$ cat src/rtl/cg_pkg.sv
package cg_pkg;

    localparam int PL_W   = 2;
    localparam int ATTR_W = 6;
    localparam int ATTR_LO = 10;

    localparam logic [2:0] KIND_GATE = 3'b101;
    localparam logic [2:0] KIND_CODE = 3'b010;

    typedef enum logic [2:0] {
        ST_IDLE,
        ST_FETCH_GATE,
        ST_CHECK_GATE,
        ST_FETCH_TGT,
        ST_CHECK_TGT,
        ST_DONE,
        ST_FAULT
    } st_e;

    typedef enum logic [2:0] {
        FLT_NONE         = 3'd0,
        FLT_NOT_GATE     = 3'd1,
        FLT_GATE_ABSENT  = 3'd2,
        FLT_GATE_PRIV    = 3'd3,
        FLT_TGT_NOT_CODE = 3'd4,
        FLT_TGT_ABSENT   = 3'd5,
        FLT_TGT_PRIV     = 3'd6
    } flt_e;

endpackage

$ cat src/rtl/cg_addr_gen.sv
module cg_addr_gen #(
    parameter int WORD_W = 32,
    parameter int SEL_W  = 16
) (
    input  logic [SEL_W-1:cg_pkg::PL_W] sel_hi,
    input  logic                        word_idx,
    input  logic [WORD_W-1:0]           gbase,
    input  logic [WORD_W-1:0]           lbase,
    output logic [WORD_W-1:0]           addr
);
    localparam int TI_POS  = cg_pkg::PL_W;
    localparam int IDX_LO  = TI_POS + 1;
    localparam int ENTRY_SH = 3;
    localparam int WORD_BYTES = WORD_W / 8;

    logic [WORD_W-1:0] base;
    logic [WORD_W-1:0] offs;

    always_comb begin
        base = sel_hi[TI_POS] ? lbase : gbase;
        offs = WORD_W'(sel_hi[SEL_W-1:IDX_LO]) << ENTRY_SH;
        addr = base + offs + (word_idx ? WORD_W'(WORD_BYTES) : '0);
    end
endmodule

$ cat src/rtl/cg_desc_check.sv
module cg_desc_check #(
    parameter bit TARGET = 1'b0
) (
    input  logic [cg_pkg::ATTR_W-1:0] attr,
    input  logic [cg_pkg::PL_W-1:0]   pl,
    output cg_pkg::flt_e              code
);
    import cg_pkg::*;

    logic             present;
    logic [PL_W-1:0]  dpl;
    logic [2:0]       kind;

    always_comb begin
        present = attr[5];
        dpl     = attr[4:3];
        kind    = attr[2:0];
    end

    generate
        if (TARGET == 1'b0) begin : g_gate
            always_comb begin
                if (kind != KIND_GATE)  code = FLT_NOT_GATE;
                else if (!present)      code = FLT_GATE_ABSENT;
                else if (pl > dpl)      code = FLT_GATE_PRIV;
                else                    code = FLT_NONE;
            end
        end else begin : g_target
            always_comb begin
                if (kind != KIND_CODE)  code = FLT_TGT_NOT_CODE;
                else if (!present)      code = FLT_TGT_ABSENT;
                else if (dpl > pl)      code = FLT_TGT_PRIV;
                else                    code = FLT_NONE;
            end
        end
    endgenerate
endmodule

$ cat src/rtl/cg_seq.sv
module cg_seq #(
    parameter int WORD_W = 32,
    parameter int SEL_W  = 16
) (
    input  logic                        clk,
    input  logic                        rst_n,
    input  logic                        start,
    input  logic [SEL_W-1:0]            call_sel,
    input  logic [cg_pkg::PL_W-1:0]     cpl,
    input  logic                        rd_valid,
    input  logic [WORD_W-1:0]           rd_data,
    input  cg_pkg::flt_e                flt_gate,
    input  cg_pkg::flt_e                flt_tgt,
    output logic [SEL_W-1:cg_pkg::PL_W] fetch_sel,
    output logic                        word_idx,
    output logic                        rd_req,
    output logic [cg_pkg::ATTR_W-1:0]   attr,
    output logic [cg_pkg::PL_W-1:0]     eff_pl,
    output logic [cg_pkg::PL_W-1:0]     caller_pl,
    output logic                        busy,
    output logic                        done,
    output logic                        fault,
    output logic [2:0]                  fault_code,
    output logic [SEL_W-1:0]            new_sel,
    output logic [WORD_W-1:0]           new_eip,
    output logic [cg_pkg::PL_W-1:0]     new_cpl
);
    import cg_pkg::*;

    localparam int SEL_HI_LO = 16 + PL_W;

    typedef struct packed {
        st_e                 st;
        logic                word;
        logic [SEL_W-1:PL_W] sel;
        logic [PL_W-1:0]     cpl;
        logic [PL_W-1:0]     eff;
        logic [WORD_W-1:0]   gate_off;
        logic [ATTR_W-1:0]   attr;
        logic [SEL_W-1:0]    new_sel;
        logic [WORD_W-1:0]   new_eip;
        logic [PL_W-1:0]     new_cpl;
        flt_e                code;
    } seq_t;

    seq_t s_d, s_q;
    logic [PL_W-1:0] rpl_in;
    logic [PL_W-1:0] tgt_dpl;

    always_comb begin
        s_d     = s_q;
        rpl_in  = call_sel[PL_W-1:0];
        tgt_dpl = s_q.attr[4:3];
        unique case (s_q.st)
            ST_IDLE: begin
                if (start) begin
                    s_d.st   = ST_FETCH_GATE;
                    s_d.word = 1'b0;
                    s_d.sel  = call_sel[SEL_W-1:PL_W];
                    s_d.cpl  = cpl;
                    s_d.eff  = (rpl_in > cpl) ? rpl_in : cpl;
                    s_d.code = FLT_NONE;
                end
            end
            ST_FETCH_GATE: begin
                if (rd_valid) begin
                    if (!s_q.word) begin
                        s_d.gate_off = rd_data;
                        s_d.word     = 1'b1;
                    end else begin
                        s_d.attr = rd_data[ATTR_LO +: ATTR_W];
                        s_d.sel  = rd_data[WORD_W-1:SEL_HI_LO];
                        s_d.word = 1'b0;
                        s_d.st   = ST_CHECK_GATE;
                    end
                end
            end
            ST_CHECK_GATE: begin
                if (flt_gate != FLT_NONE) begin
                    s_d.code = flt_gate;
                    s_d.st   = ST_FAULT;
                end else begin
                    s_d.st   = ST_FETCH_TGT;
                end
            end
            ST_FETCH_TGT: begin
                if (rd_valid) begin
                    if (!s_q.word) begin
                        s_d.new_eip = rd_data + s_q.gate_off;
                        s_d.word    = 1'b1;
                    end else begin
                        s_d.attr = rd_data[ATTR_LO +: ATTR_W];
                        s_d.word = 1'b0;
                        s_d.st   = ST_CHECK_TGT;
                    end
                end
            end
            ST_CHECK_TGT: begin
                if (flt_tgt != FLT_NONE) begin
                    s_d.code = flt_tgt;
                    s_d.st   = ST_FAULT;
                end else begin
                    s_d.new_sel = {s_q.sel, tgt_dpl};
                    s_d.new_cpl = tgt_dpl;
                    s_d.st      = ST_DONE;
                end
            end
            ST_DONE:  s_d.st = ST_IDLE;
            ST_FAULT: s_d.st = ST_IDLE;
            default:  s_d.st = ST_IDLE;
        endcase
    end

    always_ff @(posedge clk) begin
        if (!rst_n) begin
            s_q <= '0;
        end else begin
            s_q <= s_d;
        end
    end

    always_comb begin
        fetch_sel  = s_q.sel;
        word_idx   = s_q.word;
        rd_req     = (s_q.st == ST_FETCH_GATE) || (s_q.st == ST_FETCH_TGT);
        attr       = s_q.attr;
        eff_pl     = s_q.eff;
        caller_pl  = s_q.cpl;
        busy       = (s_q.st != ST_IDLE);
        done       = (s_q.st == ST_DONE);
        fault      = (s_q.st == ST_FAULT);
        fault_code = s_q.code;
        new_sel    = s_q.new_sel;
        new_eip    = s_q.new_eip;
        new_cpl    = s_q.new_cpl;
    end

    // success and failure pulses exclude each other
    a_r10_pulse_excl: assert property (@(posedge clk) disable iff (!rst_n)
        !(done && fault));

    // success pulse lasts one cycle and returns to idle
    a_r9_single_done: assert property (@(posedge clk) disable iff (!rst_n)
        done |=> !done && !busy);

    // a fault pulse carries a nonzero code and lasts one cycle
    a_r10_fault_code: assert property (@(posedge clk) disable iff (!rst_n)
        fault |-> (fault_code != 3'd0) ##1 !fault);

    // new level never less privileged than the caller
    a_r7_cpl_bound: assert property (@(posedge clk) disable iff (!rst_n)
        done |-> new_cpl <= caller_pl);

    // reads only happen during a transfer
    a_r11_req_busy: assert property (@(posedge clk) disable iff (!rst_n)
        rd_req |-> busy);
endmodule

$ cat src/rtl/call_gate_seq.sv
module call_gate_seq #(
    parameter int WORD_W = 32,
    parameter int SEL_W  = 16
) (
    input  logic                    clk,
    input  logic                    rst_n,
    input  logic                    start,
    input  logic [SEL_W-1:0]        call_sel,
    input  logic [cg_pkg::PL_W-1:0] cpl,
    input  logic [WORD_W-1:0]       gdt_base,
    input  logic [WORD_W-1:0]       ldt_base,
    output logic                    rd_req,
    output logic [WORD_W-1:0]       rd_addr,
    input  logic                    rd_valid,
    input  logic [WORD_W-1:0]       rd_data,
    output logic                    busy,
    output logic                    done,
    output logic                    fault,
    output logic [2:0]              fault_code,
    output logic [SEL_W-1:0]        new_sel,
    output logic [WORD_W-1:0]       new_eip,
    output logic [cg_pkg::PL_W-1:0] new_cpl
);
    import cg_pkg::*;

    logic [SEL_W-1:PL_W] fetch_sel;
    logic                word_idx;
    logic [ATTR_W-1:0]   attr;
    logic [PL_W-1:0]     eff_pl;
    logic [PL_W-1:0]     caller_pl;
    flt_e                flt_gate;
    flt_e                flt_tgt;

    cg_seq #(.WORD_W(WORD_W), .SEL_W(SEL_W)) u_seq (
        .clk        (clk),
        .rst_n      (rst_n),
        .start      (start),
        .call_sel   (call_sel),
        .cpl        (cpl),
        .rd_valid   (rd_valid),
        .rd_data    (rd_data),
        .flt_gate   (flt_gate),
        .flt_tgt    (flt_tgt),
        .fetch_sel  (fetch_sel),
        .word_idx   (word_idx),
        .rd_req     (rd_req),
        .attr       (attr),
        .eff_pl     (eff_pl),
        .caller_pl  (caller_pl),
        .busy       (busy),
        .done       (done),
        .fault      (fault),
        .fault_code (fault_code),
        .new_sel    (new_sel),
        .new_eip    (new_eip),
        .new_cpl    (new_cpl)
    );

    cg_addr_gen #(.WORD_W(WORD_W), .SEL_W(SEL_W)) u_addr (
        .sel_hi   (fetch_sel),
        .word_idx (word_idx),
        .gbase    (gdt_base),
        .lbase    (ldt_base),
        .addr     (rd_addr)
    );

    cg_desc_check #(.TARGET(1'b0)) u_chk_gate (
        .attr (attr),
        .pl   (eff_pl),
        .code (flt_gate)
    );

    cg_desc_check #(.TARGET(1'b1)) u_chk_tgt (
        .attr (attr),
        .pl   (caller_pl),
        .code (flt_tgt)
    );

    // a pending read keeps its request and address until answered
    a_r1_addr_hold: assert property (@(posedge clk) disable iff (!rst_n)
        (rd_req && !rd_valid) |=> rd_req && $stable(rd_addr));
endmodule

$ cat config.mk
export PLATFORM = sky130hd
export DESIGN_NAME = call_gate_seq
export DESIGN_NICKNAME = d
export VERILOG_FILES = /design/src/rtl/cg_pkg.sv /design/src/rtl/cg_addr_gen.sv /design/src/rtl/cg_desc_check.sv /design/src/rtl/cg_seq.sv /design/src/rtl/call_gate_seq.sv
export SDC_FILE = /design/constraint.sdc
export NUM_CORES = 1
export LEC_CHECK = 0
export CAP_MARGIN = 20
export CELL_PAD_IN_SITES_DETAIL_PLACEMENT = 1
export CELL_PAD_IN_SITES_GLOBAL_PLACEMENT = 1
export CORE_MARGIN = 10
export CORE_UTILIZATION = 36
export DETAILED_ROUTE_END_ITERATION = 7
export GPL_ROUTABILITY_DRIVEN = 0
export PLACE_DENSITY_LB_ADDON = 0.15
export SLEW_MARGIN = 20
export SYNTH_ARGS = -nofsm -noshare
export SYNTH_HDL_FRONTEND = slang
export SYNTH_SLANG_ARGS = --single-unit
$ cat constraint.sdc
create_clock -name clk -period 6 [get_ports clk]
set_input_delay 1.2 -clock clk [delete_from_list [all_inputs] [get_ports clk]]
set_output_delay 1.2 -clock clk [all_outputs]
set_load 0.05 [all_outputs]
### Word-level counts from Yosys, hierarchy flattened

Cells that the tools add are included.

* logic and storage cells: 81
* register bits: 113
* output and inout bits: 89
* bits of input ports: 118

* eq/ne operators: 15
* mux-type cells: 29
* reduce and logical (&&, ||, !) cells: 18
* $lt $le $gt $ge: 3
* add/subtract/negate cells: 3
* bitwise gates (word level): 2

Operator list (number)
* two-way mux 3 bit: 12
* adder 32 x 16 -> 32 bit: 1
* adder 32 x 3 -> 32 bit: 1
* adder 32 bit: 1
* two-way mux 32 bit: 1
* case mux 14 bit (2 select lines): 1
* two-way mux 22 bit: 1
* two-way mux 18 bit: 1
* two-way mux 6 bit: 3
* case mux 3 bit (5 select lines): 1
* nonzero test 3 bit: 5
* two-way mux 14 bit: 1
* case mux 6 bit (2 select lines): 1
* AND reduction 4 bit: 3
* == test 3 bit, second input constant: 3
* case mux 3 bit (3 select lines): 1
* AND reduction 3 bit: 3
* != test 2 x 1 -> 1 bit, second input constant: 4
* == test 3 x 2 -> 1 bit, second input constant: 2
* > comparator 2 bit: 3
* two-way mux 2 bit: 3
* != test 2 bit, second input constant: 3
* AND reduction 5 bit: 1
* two-way mux 4 bit: 1
* other kinds (10): 13

### Logic depth before layout (Yosys ltp)

* word-level depth: 7
* gate-level depth with buffers: 15
* gate-level depth less buffers: 11

### Cells and area by module

From an unflattened synthesis, not the netlist that was laid out.

* cell total of the unflattened synthesis: 1081
* area, all modules: 8195.4 um^2

By module, submodules not included
* cg_seq: instances 1, cells an instance 863, area an instance 6598.8 um^2, seq. area each 2222.1 um^2
* cg_addr_gen: instances 1, cells an instance 192, area an instance 1427.6 um^2, seq. area each 0.0 um^2
* cg_desc_check at u_chk_gate: instances 1, cells an instance 14, area an instance 87.6 um^2, seq. area each 0.0 um^2
* cg_desc_check at u_chk_tgt: instances 1, cells an instance 12, area an instance 81.3 um^2, seq. area each 0.0 um^2

### Worst setup path before layout

No wires, ideal clock.

* path kind: flip-flop to output port
* from: register u_seq.s_q (netlist bit u_seq.fetch_sel[2])
* to: output rd_addr[28]
* path slack: 0.715 ns
* path buffers: 4
* stages on the path, launching flop included: 16
* data required time: 4.800 ns
* data arrival time: 4.085 ns
* cells stage by stage: dfxtp_1 > buf_2 > buf_2 > buf_2 > buf_1 > mux2_2 > ha_1 > fa_1 > a21o_1 > a21oi_1 > o21ai_0 > a21oi_1 > nor3_4 > and3_1 > nand3_1 > xor2_1

* longest elaborated chain between the ends: 3

RTL lines
* from (decl): line cg_seq.sv:46 `seq_t s_d, s_q;`
* from (signal assigned): line cg_seq.sv:116 `s_q <= '0;`
* from (signal assigned): line cg_seq.sv:118 `s_q <= s_d;`
* two-way mux 32 bit: line cg_addr_gen.sv:20 `base = sel_hi[TI_POS] ? lbase : gbase;`
* adder 32 x 16 -> 32 bit: line cg_addr_gen.sv:22 `addr = base + offs + (word_idx ? WORD_W'(WORD_BYTES) : '0);`
* adder 32 x 3 -> 32 bit: line cg_addr_gen.sv:22
* to (decl): line call_gate_seq.sv:13 `output logic [WORD_W-1:0] rd_addr,`

No other way between the ends.

### Worst setup path in the final report

* from: input ldt_base[2]
* to: output rd_addr[8]

* longest elaborated chain between the ends: 3

RTL lines
* from (decl): line call_gate_seq.sv:11 `input logic [WORD_W-1:0] ldt_base,`
* two-way mux 32 bit: line cg_addr_gen.sv:20
* adder 32 x 16 -> 32 bit: line cg_addr_gen.sv:22
* adder 32 x 3 -> 32 bit: line cg_addr_gen.sv:22

No other way between the ends.

==> metrics <==
sequential share of the synthesized area 0.2834; library cell occupying the most area in the post-synthesis netlist sky130_fd_sc_hd__dfxtp_1; Worst Skew between 10 and 15 ps; leakage power of the design 3.985 nW; Worst R2R Path Depth 10; Data arrival, critical path between 4000 and 5000 ps; post-synthesis async set-or-reset flop share 0; PostCTS Resize Cnt 0; later-pin clock latency in the skew report ~360 ps; first-pass GRT wire length ~43000 um; post-synthesis register bit count around 110; actual slew at the worst max-slew pin 1002 ps; slowest cell on the critical path sky130_fd_sc_hd__clkdlybuf4s50_1; CTS tree yes; Max Fclk about 0.18 GHz; number of placement rows 53; count of mapped cells out of synthesis approximately 1000; HPWL after DPL roughly 22000 um; per-instance average area after synthesis 7.848 um2; number of cells on the worst hold path 2; Post-CTS Hold Fix Bufs 0; initial antenna violation count 0; worst-path cell chain clkdlybuf4s50_1, mux2_2, ha_1, fa_1, a21o_1, a21oi_1, o21bai_1, a21oi_1, xnor2_1, clkdlybuf4s50_1; Placement Cell Area 9743 um2; per-cell routed wire length between 15 and 20 um; Worst setup startpoint ldt_base[2]; Worst-path clk slew 80 ps; Period Utilization, post-route 0.9213; kind of capture point of the worst setup path output pin; H-tree level count 3; run status finished, final reports clean; grt total ovfl 0; power density over cell area approximately 280 nW/um2; vias after detailed routing 7323; minimum period implied by the final worst setup slack 5528 ps; final sum of negative setup slack 0 ps; share of Yosys cell area claimed by the top area cell type 0.2834; largest incremental delay on the critical path roughly 850 ps; endpoints failing setup 0; TritonCTS Buffers 9; root buffer cell sky130_fd_sc_hd__clkbuf_16; diodes inserted 0; number of global-route vias before repair ~7400; leading post-synthesis cells by cell area sky130_fd_sc_hd__dfxtp_1, sky130_fd_sc_hd__ha_1, sky130_fd_sc_hd__a21oi_1, sky130_fd_sc_hd__nand2_1, sky130_fd_sc_hd__buf_4; Crit path depth 10; critical path buffer and inverter count 2; net count reported at finish about 1300; number of antenna-violating nets in the routed design 0; combined global-route utilization of all metal layers 0.1845; sinks on the clock net roughly 110; dominant synthesized flop cell sky130_fd_sc_hd__dfxtp_1; number of flops mapped to enable cells by yosys 0; maximum number of buffers from clock root to sink 2; summed area of non-filler cells in the final layout ~10000 um2; worst-path maximum fanout 3; max-slew violation count 0; Reg2Reg Launch Point u_seq.s_q[59]$_SDFFE_PN0P_; endpoint required time on the critical path between 4000 and 5000 ps; Initial DRC Count about 310; worst min-delay path startpoint u_seq.new_eip[6]$_SDFFE_PN0P_; vias per cell 5.242; worst setup path end rd_addr[8]; Crit Reg-Reg Endpoint u_seq.new_eip[30]$_SDFFE_PN0P_; element type at the critical path start input port; Total Routed Length 26940 um; Syn Nets 1171; die outline area about 28000 um2; peak supply drop 0.1277 mV; Die Span X roughly 170 um; pin count of the biggest net entering global routing 50; number of endpoints with negative hold slack in the final report 0; filler cell count 2592; input/output buffers approximately 210; relative max-transition margin 0.3300; count of boundary I/O pins 207; share of final-layout standard cells stronger than drive strength 1 0.06863; Hold Path Class reg2reg; starting density of the core 0.3695; CP delay by family, top buffers and inverters; number of buffers inserted to repair setup after CTS 0; synthesized area 7840 um2; number of unique standard cell types used by synthesis 71; area of the core 21220 um2; critical path start-end classification in2out; count of warnings emitted by yosys 0; DR pass1 iterations 4; reg-to-reg slack, setup around 3200 ps; count of maximum capacitance violations 0; setup repair after global routing missed its margin no; combined flip-flop and latch cell area about 2200 um2; area added between synthesis and finish 28.23%; number of DRC violations after detailed routing 0; footprint of the multi-input gates between 4000 and 5000 um2; die boundary height roughly 170 um
==> cells by family after synthesis <==
family,synth area share
buf+inv,0.09049
mux,0.06384
flops,0.2834
fa+ha+maj,0.08809
compound gates,0.2075
simple gates,0.2019
xor+xnor,0.06479
==> worst min-delay path: cells and delay by family (launching register included) <==
family	cells	cell delay (ps)
and+or+nand+nor	1	50
AOI/OAI and AO/OA	1	50
DFF	1	320
==> synthesized netlist by cell type, types with 6 or more instances <==
| library cell | instances |
|---|---|
| sky130_fd_sc_hd__nand2_1 | 142 |
| sky130_fd_sc_hd__a21oi_1 | 114 |
| sky130_fd_sc_hd__dfxtp_1 | 111 |
| sky130_fd_sc_hd__nor2_1 | 81 |
| sky130_fd_sc_hd__buf_4 | 54 |
| sky130_fd_sc_hd__ha_1 | 52 |
| sky130_fd_sc_hd__nand3_1 | 40 |
| sky130_fd_sc_hd__clkbuf_1 | 37 |
| sky130_fd_sc_hd__xnor2_1 | 33 |
| sky130_fd_sc_hd__mux2i_1 | 32 |
| sky130_fd_sc_hd__xor2_1 | 25 |
| sky130_fd_sc_hd__o21ai_0 | 23 |
| sky130_fd_sc_hd__inv_1 | 20 |
| sky130_fd_sc_hd__a21o_1 | 19 |
| sky130_fd_sc_hd__mux2_2 | 16 |
| sky130_fd_sc_hd__nor3_1 | 16 |
| sky130_fd_sc_hd__a311oi_1 | 14 |
| sky130_fd_sc_hd__nor2b_1 | 14 |
| sky130_fd_sc_hd__nand4_1 | 13 |
| sky130_fd_sc_hd__a22o_1 | 12 |
| sky130_fd_sc_hd__buf_2 | 11 |
| sky130_fd_sc_hd__a31oi_1 | 9 |
| sky130_fd_sc_hd__and3_1 | 8 |
| sky130_fd_sc_hd__o21a_1 | 7 |
| sky130_fd_sc_hd__a32oi_1 | 6 |
| sky130_fd_sc_hd__nand2b_1 | 6 |
| sky130_fd_sc_hd__o21ai_1 | 6 |
| sky130_fd_sc_hd__o21bai_1 | 6 |
| sky130_fd_sc_hd__or3_1 | 6 |
==> routing by layer <==
metal  share of wire  up-vias  track usage
met2            0.46      142       0.3060
met4          0.0058        0      0.02952
met3           0.040       13      0.03207
li1                -     3710            -
met5               0        -            0
met1            0.49     3458       0.2480
==> worst min path at each step <==
| stage | end | slack [ps] |
|---|---|---|
| after floorplan | u_seq.new_eip[12]$_SDFFE_PN0P_ | 430 |
| after global placement | u_seq.new_eip[5]$_SDFFE_PN0P_ | 440 |
| after detailed placement | u_seq.new_eip[9]$_SDFFE_PN0P_ | 450 |
| after CTS | u_seq.new_eip[9]$_SDFFE_PN0P_ | 460 |
| after global routing | u_seq.new_eip[6]$_SDFFE_PN0P_ | 480 |
| final | u_seq.new_eip[6]$_SDFFE_PN0P_ | 460 |
==> metrics by stage <==
step / power (mW) / hold WS [ps] / utilization / setup slack [ps] / std cells
3_3_place_gp: 2.222 / 444.9 / 0.4591 / 473.2 / 1381
3_5_place_dp: 2.235 / 451.7 / 0.4591 / 444.3 / 1381
5_1_grt: 3.011 / 475.9 / 0.4738 / 301.9 / 1397
2_1_floorplan: 1.770 / 432.2 / - / 714.8 / 999
6_report: 2.848 / 461.0 / 0.4738 / 472.1 / 1397
4_1_cts: 2.875 / 462.2 / 0.4735 / 442.2 / 1397
==> power by group <==
group | leakage [nW] | switching, mW | internal [mW] | total, mW
Clock | 0.146 | 0.304 | 0.332 | 0.635
Combinational | 2.94 | 0.851 | 0.514 | 1.36
Sequential | 0.901 | 0.0593 | 0.788 | 0.848
Total | 3.98 | 1.21 | 1.63 | 2.85
==> state kept, by name, summed over array words and instances, names as in the netlist <==
name,count
u_seq.fetch_sel,14
u_seq.eff_pl,2
u_seq.caller_pl,2
u_seq.new_eip,32
u_seq.new_cpl,1
u_seq.attr,6
u_seq.fault_code,3
u_seq.s_q,35
u_seq.new_sel,15
u_seq.word_idx,1
==> cell usage in the layout, fill, tap and decap left out, types with 6 or more instances in the layout <==
master	Yosys	routed
sky130_fd_sc_hd__clkdlybuf4s50_1	0	187
sky130_fd_sc_hd__nand2_1	142	142
sky130_fd_sc_hd__a21oi_1	114	114
sky130_fd_sc_hd__dfxtp_1	111	110
sky130_fd_sc_hd__nor2_1	81	81
sky130_fd_sc_hd__ha_1	52	52
sky130_fd_sc_hd__nand3_1	40	40
sky130_fd_sc_hd__xnor2_1	33	33
sky130_fd_sc_hd__mux2i_1	32	32
sky130_fd_sc_hd__xor2_1	25	25
sky130_fd_sc_hd__o21ai_0	23	23
sky130_fd_sc_hd__buf_4	54	21
sky130_fd_sc_hd__inv_1	20	20
sky130_fd_sc_hd__a21o_1	19	19
sky130_fd_sc_hd__mux2_2	16	16
sky130_fd_sc_hd__nor3_1	16	15
sky130_fd_sc_hd__nor2b_1	14	14
sky130_fd_sc_hd__a311oi_1	14	14
sky130_fd_sc_hd__nand4_1	13	13
sky130_fd_sc_hd__a22o_1	12	12
sky130_fd_sc_hd__a31oi_1	9	9
sky130_fd_sc_hd__clkbuf_16	0	9
sky130_fd_sc_hd__and3_1	8	8
sky130_fd_sc_hd__o21a_1	7	7
sky130_fd_sc_hd__buf_12	0	7
sky130_fd_sc_hd__o21ai_1	6	6
sky130_fd_sc_hd__a32oi_1	6	6
sky130_fd_sc_hd__nand2b_1	6	6
sky130_fd_sc_hd__o21bai_1	6	6
sky130_fd_sc_hd__or3_1	6	6
==> cell type report <==
| type | count | share of cell area |
|---|---|---|
| Timing Repair Buffer | 215 | 0.2158 |
| Multi-Input combinational cell | 757 | 0.4900 |
| Tap cell | 275 | 0.03423 |
| Inverter | 23 | 0.008587 |
| Clock buffer | 10 | 0.02278 |
| Sequential cell | 111 | 0.2212 |
| Clock inverter | 6 | 0.007467 |
Note: power is estimated with default switching activity, not from simulation.
